===== src/rtl/pgx_pkg.sv =====
`timescale 1ns/1ps
package pgx_pkg;
    localparam int LIN_W    = 32;
    localparam int OFF_W    = 12;                 // 4 KB page offset
    localparam int IDX_W    = 10;                 // bits per table index
    localparam int VPN_W    = LIN_W - OFF_W;      // 4 KB virtual page number
    localparam int BIG_OFF_W = OFF_W + IDX_W;     // 4 MB page offset
    localparam int BIG_VPN_W = LIN_W - BIG_OFF_W; // directory index
    localparam int PRESENT_BIT = 0;
    localparam int LARGE_BIT   = 7;

    typedef enum logic [2:0] {
        S_IDLE,
        S_PROBE,
        S_DIR_REQ,
        S_DIR_WAIT,
        S_PT_REQ,
        S_PT_WAIT,
        S_DONE
    } walk_state_e;
endpackage


===== src/rtl/pgx_xlat_cache.sv =====
`timescale 1ns/1ps
module pgx_xlat_cache
    import pgx_pkg::*;
#(
    parameter int ENTRIES = 32
) (
    input  logic             clk,
    input  logic             rst_n,
    input  logic             inval_all,
    input  logic [LIN_W-1:0] look_lin,
    output logic             hit,
    output logic [LIN_W-1:0] hit_phys,
    input  logic             fill_en,
    input  logic [LIN_W-1:0] fill_lin,
    input  logic [VPN_W-1:0] fill_frame,
    input  logic             fill_big
);
    localparam int PTR_W = (ENTRIES > 1) ? $clog2(ENTRIES) : 1;

    logic [ENTRIES-1:0] valid_q;
    logic [ENTRIES-1:0] big_q;
    logic [VPN_W-1:0]   tag_q   [ENTRIES];
    logic [VPN_W-1:0]   frame_q [ENTRIES];
    logic [PTR_W-1:0]   ptr_q;
    logic [ENTRIES-1:0] match;

    // per-slot comparators; a large page compares only its directory index
    for (genvar g = 0; g < ENTRIES; g++) begin : g_cmp
        assign match[g] = valid_q[g] &&
            (big_q[g] ? (tag_q[g][VPN_W-1 -: BIG_VPN_W] == look_lin[LIN_W-1 -: BIG_VPN_W])
                      : (tag_q[g] == look_lin[LIN_W-1 -: VPN_W]));
    end

    always_comb begin
        hit      = 1'b0;
        hit_phys = '0;
        for (int i = 0; i < ENTRIES; i++) begin
            if (match[i] && !hit) begin
                hit      = 1'b1;
                hit_phys = big_q[i]
                    ? {frame_q[i][VPN_W-1 -: BIG_VPN_W], look_lin[BIG_OFF_W-1:0]}
                    : {frame_q[i], look_lin[OFF_W-1:0]};
            end
        end
    end

    // control state: valid bits and replacement pointer
    always_ff @(posedge clk) begin
        if (!rst_n) begin
            valid_q <= '0;
            ptr_q   <= '0;
        end else if (inval_all) begin
            valid_q <= '0;
        end else if (fill_en) begin
            valid_q[ptr_q] <= 1'b1;
            ptr_q <= (ptr_q == PTR_W'(ENTRIES - 1)) ? '0 : ptr_q + 1'b1;
        end
    end

    // payload storage, no reset needed
    always_ff @(posedge clk) begin
        if (fill_en && !inval_all) begin
            tag_q[ptr_q]   <= fill_lin[LIN_W-1 -: VPN_W];
            frame_q[ptr_q] <= fill_frame;
            big_q[ptr_q]   <= fill_big;
        end
    end

    p_flush_empties_r10: assert property (@(posedge clk) disable iff (!rst_n)
        inval_all |=> (valid_q == '0));

    p_fill_marks_slot_r9: assert property (@(posedge clk) disable iff (!rst_n)
        (fill_en && !inval_all) |=> valid_q[$past(ptr_q)]);
endmodule


===== src/rtl/pgx_walker.sv =====
`timescale 1ns/1ps
module pgx_walker
    import pgx_pkg::*;
(
    input  logic             clk,
    input  logic             rst_n,
    input  logic             req_valid,
    output logic             req_ready,
    input  logic [LIN_W-1:0] req_lin,
    input  logic [VPN_W-1:0] dir_frame,
    output logic [LIN_W-1:0] look_lin,
    input  logic             cache_hit,
    input  logic [LIN_W-1:0] cache_phys,
    output logic             fill_en,
    output logic [VPN_W-1:0] fill_frame,
    output logic             fill_big,
    output logic             mem_req_valid,
    output logic [LIN_W-1:0] mem_req_addr,
    input  logic             mem_rsp_valid,
    input  logic [LIN_W-1:0] mem_rsp_data,
    output logic             rsp_valid,
    output logic [LIN_W-1:0] rsp_phys,
    output logic             rsp_fault
);
    walk_state_e state_q, state_d;
    logic [LIN_W-1:0] lin_q, pde_q, res_phys_q;
    logic             res_fault_q;
    logic             ent_present, ent_large;

    assign ent_present = mem_rsp_data[PRESENT_BIT];
    assign ent_large   = mem_rsp_data[LARGE_BIT];

    // state register
    always_ff @(posedge clk) begin
        if (!rst_n) state_q <= S_IDLE;
        else        state_q <= state_d;
    end

    // next state
    always_comb begin
        state_d = state_q;
        unique case (state_q)
            S_IDLE:     if (req_valid) state_d = S_PROBE;
            S_PROBE:    state_d = cache_hit ? S_DONE : S_DIR_REQ;
            S_DIR_REQ:  state_d = S_DIR_WAIT;
            S_DIR_WAIT: if (mem_rsp_valid)
                            state_d = (!ent_present || ent_large) ? S_DONE : S_PT_REQ;
            S_PT_REQ:   state_d = S_PT_WAIT;
            S_PT_WAIT:  if (mem_rsp_valid) state_d = S_DONE;
            S_DONE:     state_d = S_IDLE;
            default:    state_d = S_IDLE;
        endcase
    end

    // datapath registers
    always_ff @(posedge clk) begin
        if (!rst_n) begin
            lin_q       <= '0;
            pde_q       <= '0;
            res_phys_q  <= '0;
            res_fault_q <= 1'b0;
        end else begin
            unique case (state_q)
                S_IDLE: if (req_valid) lin_q <= req_lin;
                S_PROBE: if (cache_hit) begin
                    res_phys_q  <= cache_phys;
                    res_fault_q <= 1'b0;
                end
                S_DIR_WAIT: if (mem_rsp_valid) begin
                    pde_q <= mem_rsp_data;
                    if (!ent_present) begin
                        res_phys_q  <= '0;
                        res_fault_q <= 1'b1;
                    end else if (ent_large) begin
                        res_phys_q  <= {mem_rsp_data[LIN_W-1 -: BIG_VPN_W], lin_q[BIG_OFF_W-1:0]};
                        res_fault_q <= 1'b0;
                    end
                end
                S_PT_WAIT: if (mem_rsp_valid) begin
                    res_phys_q  <= ent_present ? {mem_rsp_data[LIN_W-1 -: VPN_W], lin_q[OFF_W-1:0]} : '0;
                    res_fault_q <= !ent_present;
                end
                default: ;
            endcase
        end
    end

    // outputs
    always_comb begin
        req_ready     = 1'b0;
        rsp_valid     = 1'b0;
        mem_req_valid = 1'b0;
        mem_req_addr  = '0;
        fill_en       = 1'b0;
        fill_big      = 1'b0;
        unique case (state_q)
            S_IDLE:     req_ready = 1'b1;
            S_DIR_REQ: begin
                mem_req_valid = 1'b1;
                mem_req_addr  = {dir_frame, lin_q[LIN_W-1 -: BIG_VPN_W], 2'b00};
            end
            S_DIR_WAIT: begin
                fill_en  = mem_rsp_valid && ent_present && ent_large;
                fill_big = 1'b1;
            end
            S_PT_REQ: begin
                mem_req_valid = 1'b1;
                mem_req_addr  = {pde_q[LIN_W-1 -: VPN_W], lin_q[BIG_OFF_W-1:OFF_W], 2'b00};
            end
            S_PT_WAIT:  fill_en = mem_rsp_valid && ent_present;
            S_DONE:     rsp_valid = 1'b1;
            default: ;
        endcase
    end

    assign fill_frame = mem_rsp_data[LIN_W-1 -: VPN_W];
    assign look_lin   = lin_q;
    assign rsp_phys   = res_phys_q;
    assign rsp_fault  = res_fault_q;

    p_busy_after_accept_r2: assert property (@(posedge clk) disable iff (!rst_n)
        (req_valid && req_ready) |=> !req_ready);

    p_rsp_single_r2: assert property (@(posedge clk) disable iff (!rst_n)
        rsp_valid |=> !rsp_valid);

    p_memreq_single_r4: assert property (@(posedge clk) disable iff (!rst_n)
        mem_req_valid |=> !mem_req_valid);

    p_fault_zero_addr_r7: assert property (@(posedge clk) disable iff (!rst_n)
        (rsp_valid && rsp_fault) |-> (rsp_phys == '0));
endmodule


===== src/rtl/pgx_xlate_top.sv =====
`timescale 1ns/1ps
module pgx_xlate_top
    import pgx_pkg::*;
#(
    parameter int CACHE_ENTRIES = 32
) (
    input  logic        clk,
    input  logic        rst_n,
    input  logic        req_valid,
    output logic        req_ready,
    input  logic [31:0] req_lin,
    output logic        rsp_valid,
    output logic [31:0] rsp_phys,
    output logic        rsp_fault,
    input  logic        dir_base_wr,
    input  logic [19:0] dir_base_in,
    input  logic        flush,
    output logic        mem_req_valid,
    output logic [31:0] mem_req_addr,
    input  logic        mem_rsp_valid,
    input  logic [31:0] mem_rsp_data
);
    logic [VPN_W-1:0] dir_base_q;
    logic [LIN_W-1:0] look_lin, cache_phys;
    logic             cache_hit, fill_en, fill_big;
    logic [VPN_W-1:0] fill_frame;

    always_ff @(posedge clk) begin
        if (!rst_n)           dir_base_q <= '0;
        else if (dir_base_wr) dir_base_q <= dir_base_in;
    end

    pgx_xlat_cache #(.ENTRIES(CACHE_ENTRIES)) u_cache (
        .clk        (clk),
        .rst_n      (rst_n),
        .inval_all  (flush | dir_base_wr),
        .look_lin   (look_lin),
        .hit        (cache_hit),
        .hit_phys   (cache_phys),
        .fill_en    (fill_en),
        .fill_lin   (look_lin),
        .fill_frame (fill_frame),
        .fill_big   (fill_big)
    );

    pgx_walker u_walk (
        .clk           (clk),
        .rst_n         (rst_n),
        .req_valid     (req_valid),
        .req_ready     (req_ready),
        .req_lin       (req_lin),
        .dir_frame     (dir_base_q),
        .look_lin      (look_lin),
        .cache_hit     (cache_hit),
        .cache_phys    (cache_phys),
        .fill_en       (fill_en),
        .fill_frame    (fill_frame),
        .fill_big      (fill_big),
        .mem_req_valid (mem_req_valid),
        .mem_req_addr  (mem_req_addr),
        .mem_rsp_valid (mem_rsp_valid),
        .mem_rsp_data  (mem_rsp_data),
        .rsp_valid     (rsp_valid),
        .rsp_phys      (rsp_phys),
        .rsp_fault     (rsp_fault)
    );

    p_base_write_stalls_hit_r11: assert property (@(posedge clk) disable iff (!rst_n)
        (dir_base_wr && !fill_en) |=> !(cache_hit && $past(cache_hit)) || !$stable(look_lin));
endmodule


===== config.mk =====
export PLATFORM = sky130hd
export DESIGN_NAME = pgx_xlate_top
export DESIGN_NICKNAME = d
export VERILOG_FILES = /design/src/rtl/pgx_pkg.sv /design/src/rtl/pgx_xlat_cache.sv /design/src/rtl/pgx_walker.sv /design/src/rtl/pgx_xlate_top.sv
export SDC_FILE = /design/constraint.sdc
export NUM_CORES = 2
export LEC_CHECK = 0
export BUFFER_PORTS_ARGS = -buffer_cell sky130_fd_sc_hd__buf_4
export CORE_MARGIN = 2
export CORE_UTILIZATION = 45
export CTS_CLUSTER_DIAMETER = 50
export DETAILED_ROUTE_END_ITERATION = 10
export PLACE_DENSITY_LB_ADDON = 0.25
export SETUP_SLACK_MARGIN = 0.1
export SLEW_MARGIN = 20
export SYNTH_ARGS = -nofsm -noshare
export SYNTH_HDL_FRONTEND = slang
export SYNTH_SLANG_ARGS = --single-unit
export TNS_END_PERCENT = 1

===== constraint.sdc =====
create_clock -name clk -period 13.2 [get_ports clk]
set_input_delay 1.32 -clock clk [delete_from_list [all_inputs] [get_ports clk]]
set_output_delay 1.32 -clock clk [all_outputs]
set_load 0.05 [all_outputs]

==> flow_summary.toml <==
[status]
outcome = "complete, but fails checks"
violations = "design-rule violations"

[yosys]
netlist_area_um2 = 65200
syn_inst = 4741
ys_seq_area_frac = 0.649
synth.distinct_cells = 105
synth_async_sr_flop_share = 0
ys.flop_type = "edfxtp_1"
ys_warn_count = 0
synth_area_per_cell_um2 = 13.7
synth_seq_cells = 1457
synth_edf_count = 1312

[finish]
layout_common_cells = "edfxtp_1 (1312), xnor2_1 (368), xor2_1 (272)"
seq_area_um2 = 42400
fin_util = 0.512
finish.net_count = 4984
multi_input_area_um2 = 21600
area_growth_syn_to_layout_pct = 12.8
layout-drive-gt1-share = 0.141
diodes = 0
final_common_cell = "edfxtp_1"
fillCellCount = 12300

[clock_network]
cts_hold_buf = 0
clock_latency_ns = 0.79
clkSlewWorstSetupHoldPaths_ns = 0.06
cts_tree = "yes"
cts_sinks = 1457
htreeDepth = 4
cts-root-buf = "clkbuf_16"
cts_max_path_buffers = 3
cts_buffers = 156
post_cts_buffers = 0
ctsResizeCount = 0

[sta]
hold_violations = 0
setup_tns_ns = 0
finClkSkew_ns = 0.0336
post-route-period-util = 0.491
finalSetupViolCount = 0
slew_headroom = 0.193
period_needed_ns = 6.48
fmax_mhz = 154
maxSlewViolCount = 0
rsz0062_at_grt = "no"
worstMarginPinSlew_ns = 1.20

[global_route]
grt_max_degree = 75
grt_pass1_vias = 39500
antenna_found_initial = 4
grt_use_total = 0.244
grt_pass1_wl_um = 267000
grt_remaining_overflow = 0

[die]
coreArea_um2 = 144000
die_h_um = 385
rows = 139
fp.dieW_um = 385
start_util = 0.454
pin_count = 158
die_area_um2 = 148000

[worst_setup_path]
start_kind = "flop"
endpoint_kind = "flop"
worstPathMaxFanout = 40
worstSetupPathType = "reg -> reg"
cp.arrival_ns = 7.13
required_ns = 13.85

[route]
drtIter0Drc = 4862
drt-met1-wl_um = 79800
top_layer = "met4"
wl_met2_um = 83700
drt_first_pass_iters = 11
ant_nets = 0
vias = 41600
via_per_inst = 6.00
wire_per_inst_um = 26.5
dr_wl_met3_um = 14900
wl_um = 183000
drc = 1

[place]
portBuffers = 145
gp_congestion = 0.927
hpwl_um = 120000

[power]
p_per_area_nw_per_um2 = 135
ir_drop_uv = 132
p_leak_nw = 24.8

[job]
drv_cap = 0

[worst_hold_path]
holdCritPathClass = "reg -> reg"
Yosys cell counts, types with 39 or more instances:
master,instances,share of area
a22oi_1,44,0.0051
nor3_1,80,0.0061
nor2b_1,54,0.0052
clkbuf_1,148,0.0085
edfxtp_1,1312,0.60
a22o_1,40,0.0054
dfxtp_1,145,0.045
nand2_1,272,0.016
mux2i_1,255,0.039
a221oi_1,47,0.0063
xnor2_1,368,0.049
xor2_1,272,0.037
or3_1,39,0.0037
o22ai_1,41,0.0039
nand4_1,121,0.012
o21ai_0,90,0.0069
mux2_2,77,0.013
nor2_1,259,0.015
buf_4,55,0.0063
nor4_1,103,0.0099
a21boi_0,55,0.0063
a21oi_1,142,0.011
nand3_1,118,0.0091
where the power goes:
part           switching, W  internal [W]  leakage (nW)  total [W]
Sequential        0.0000556       0.00505          13.0    0.00510
Combinational      0.000314      0.000158          9.34   0.000472
Clock               0.00183       0.00255          2.49    0.00438
per-stage QoR:
stage / cells / cell area [um^2] / setup WS (ns) / hold slack, ns / power [W]
detailed placement: 6634 / 68400 / 6.83 / 0.458 / 0.00567
global route: 6922 / 73500 / 6.47 / 0.486 / 0.0102
global placement: 6634 / 68400 / 6.90 / 0.452 / 0.00567
CTS: 6922 / 73500 / 6.76 / 0.467 / 0.0100
finish: 6922 / 73500 / 6.72 / 0.464 / 0.00995
floorplan: 4742 / 65200 / 8.43 / 0.436 / 0.00550
registers in the layout, indices dropped and copies added, names as in the netlist, 3 cells and up:
signal           flops
u_cache.ptr_q        5
u_cache.frame_q    640
u_walk.rsp_phys     32
u_cache.valid_q     32
u_cache.big_q       32
u_walk.look_lin     32
u_walk.state_q       3
u_walk.pde_q        20
u_cache.tag_q      640
dir_base_q          20
area by class of cell:
type                            instances  area share
Clock buffer                          198      0.0584
Timing Repair Buffer                  263      0.0272
Inverter                               29     0.00148
Multi-Input combinational cell       2982       0.293
Clock inverter                         90      0.0110
Sequential cell                      1457       0.576
Tap cell                             1903      0.0324
cells by family after synthesis:
group                    after synthesis  share of synthesized area
AO/OA/AOI/OAI                        768                     0.0866
flip-flops                          1457                      0.649
AND/OR/NAND/NOR                     1234                     0.0991
XOR/XNOR                             641                     0.0863
adder cells (fa/ha/maj)                5                   0.000960
multiplexers                         332                     0.0525
other                                  1                  0.0000576
buffers and inverters                303                     0.0253
per-layer routing:
metal  GRT usage  vias to the layer above
met5           0                        -
met4      0.0751                        0
met3      0.0415                      267
met2       0.376                     1749
met1       0.354                    21000
li1            -                    18500
critical path, stage by stage, from the launching register on:
cell and delay [ns]:
dfxtp_4 0.65, buf_4 0.63, xor2_1 0.20, nor4_1 0.07
a41oi_1 0.84, o2bb2ai_1 0.37, or4_4 0.70, nor4_2 0.16
buf_4 0.22, and2_2 0.26, nand4_2 0.62, nor3_1 0.42
o31ai_1 0.16, o211ai_1 0.27, nor4bb_1 0.22, a2111oi_0 0.46
worst paths after layout:
kind,cells after the start,start,to,slack (ns)
setup / recovery,15,u_walk.look_lin[17],u_walk.rsp_phys[18],6.72
hold / removal,2,u_walk.look_lin[6],u_walk.look_lin[6],0.46
setup reg to reg,15,u_walk.look_lin[17],u_walk.rsp_phys[18],6.72
hold reg to reg,2,u_walk.look_lin[6],u_walk.look_lin[6],0.46
Power figures use the tool's default switching activity.
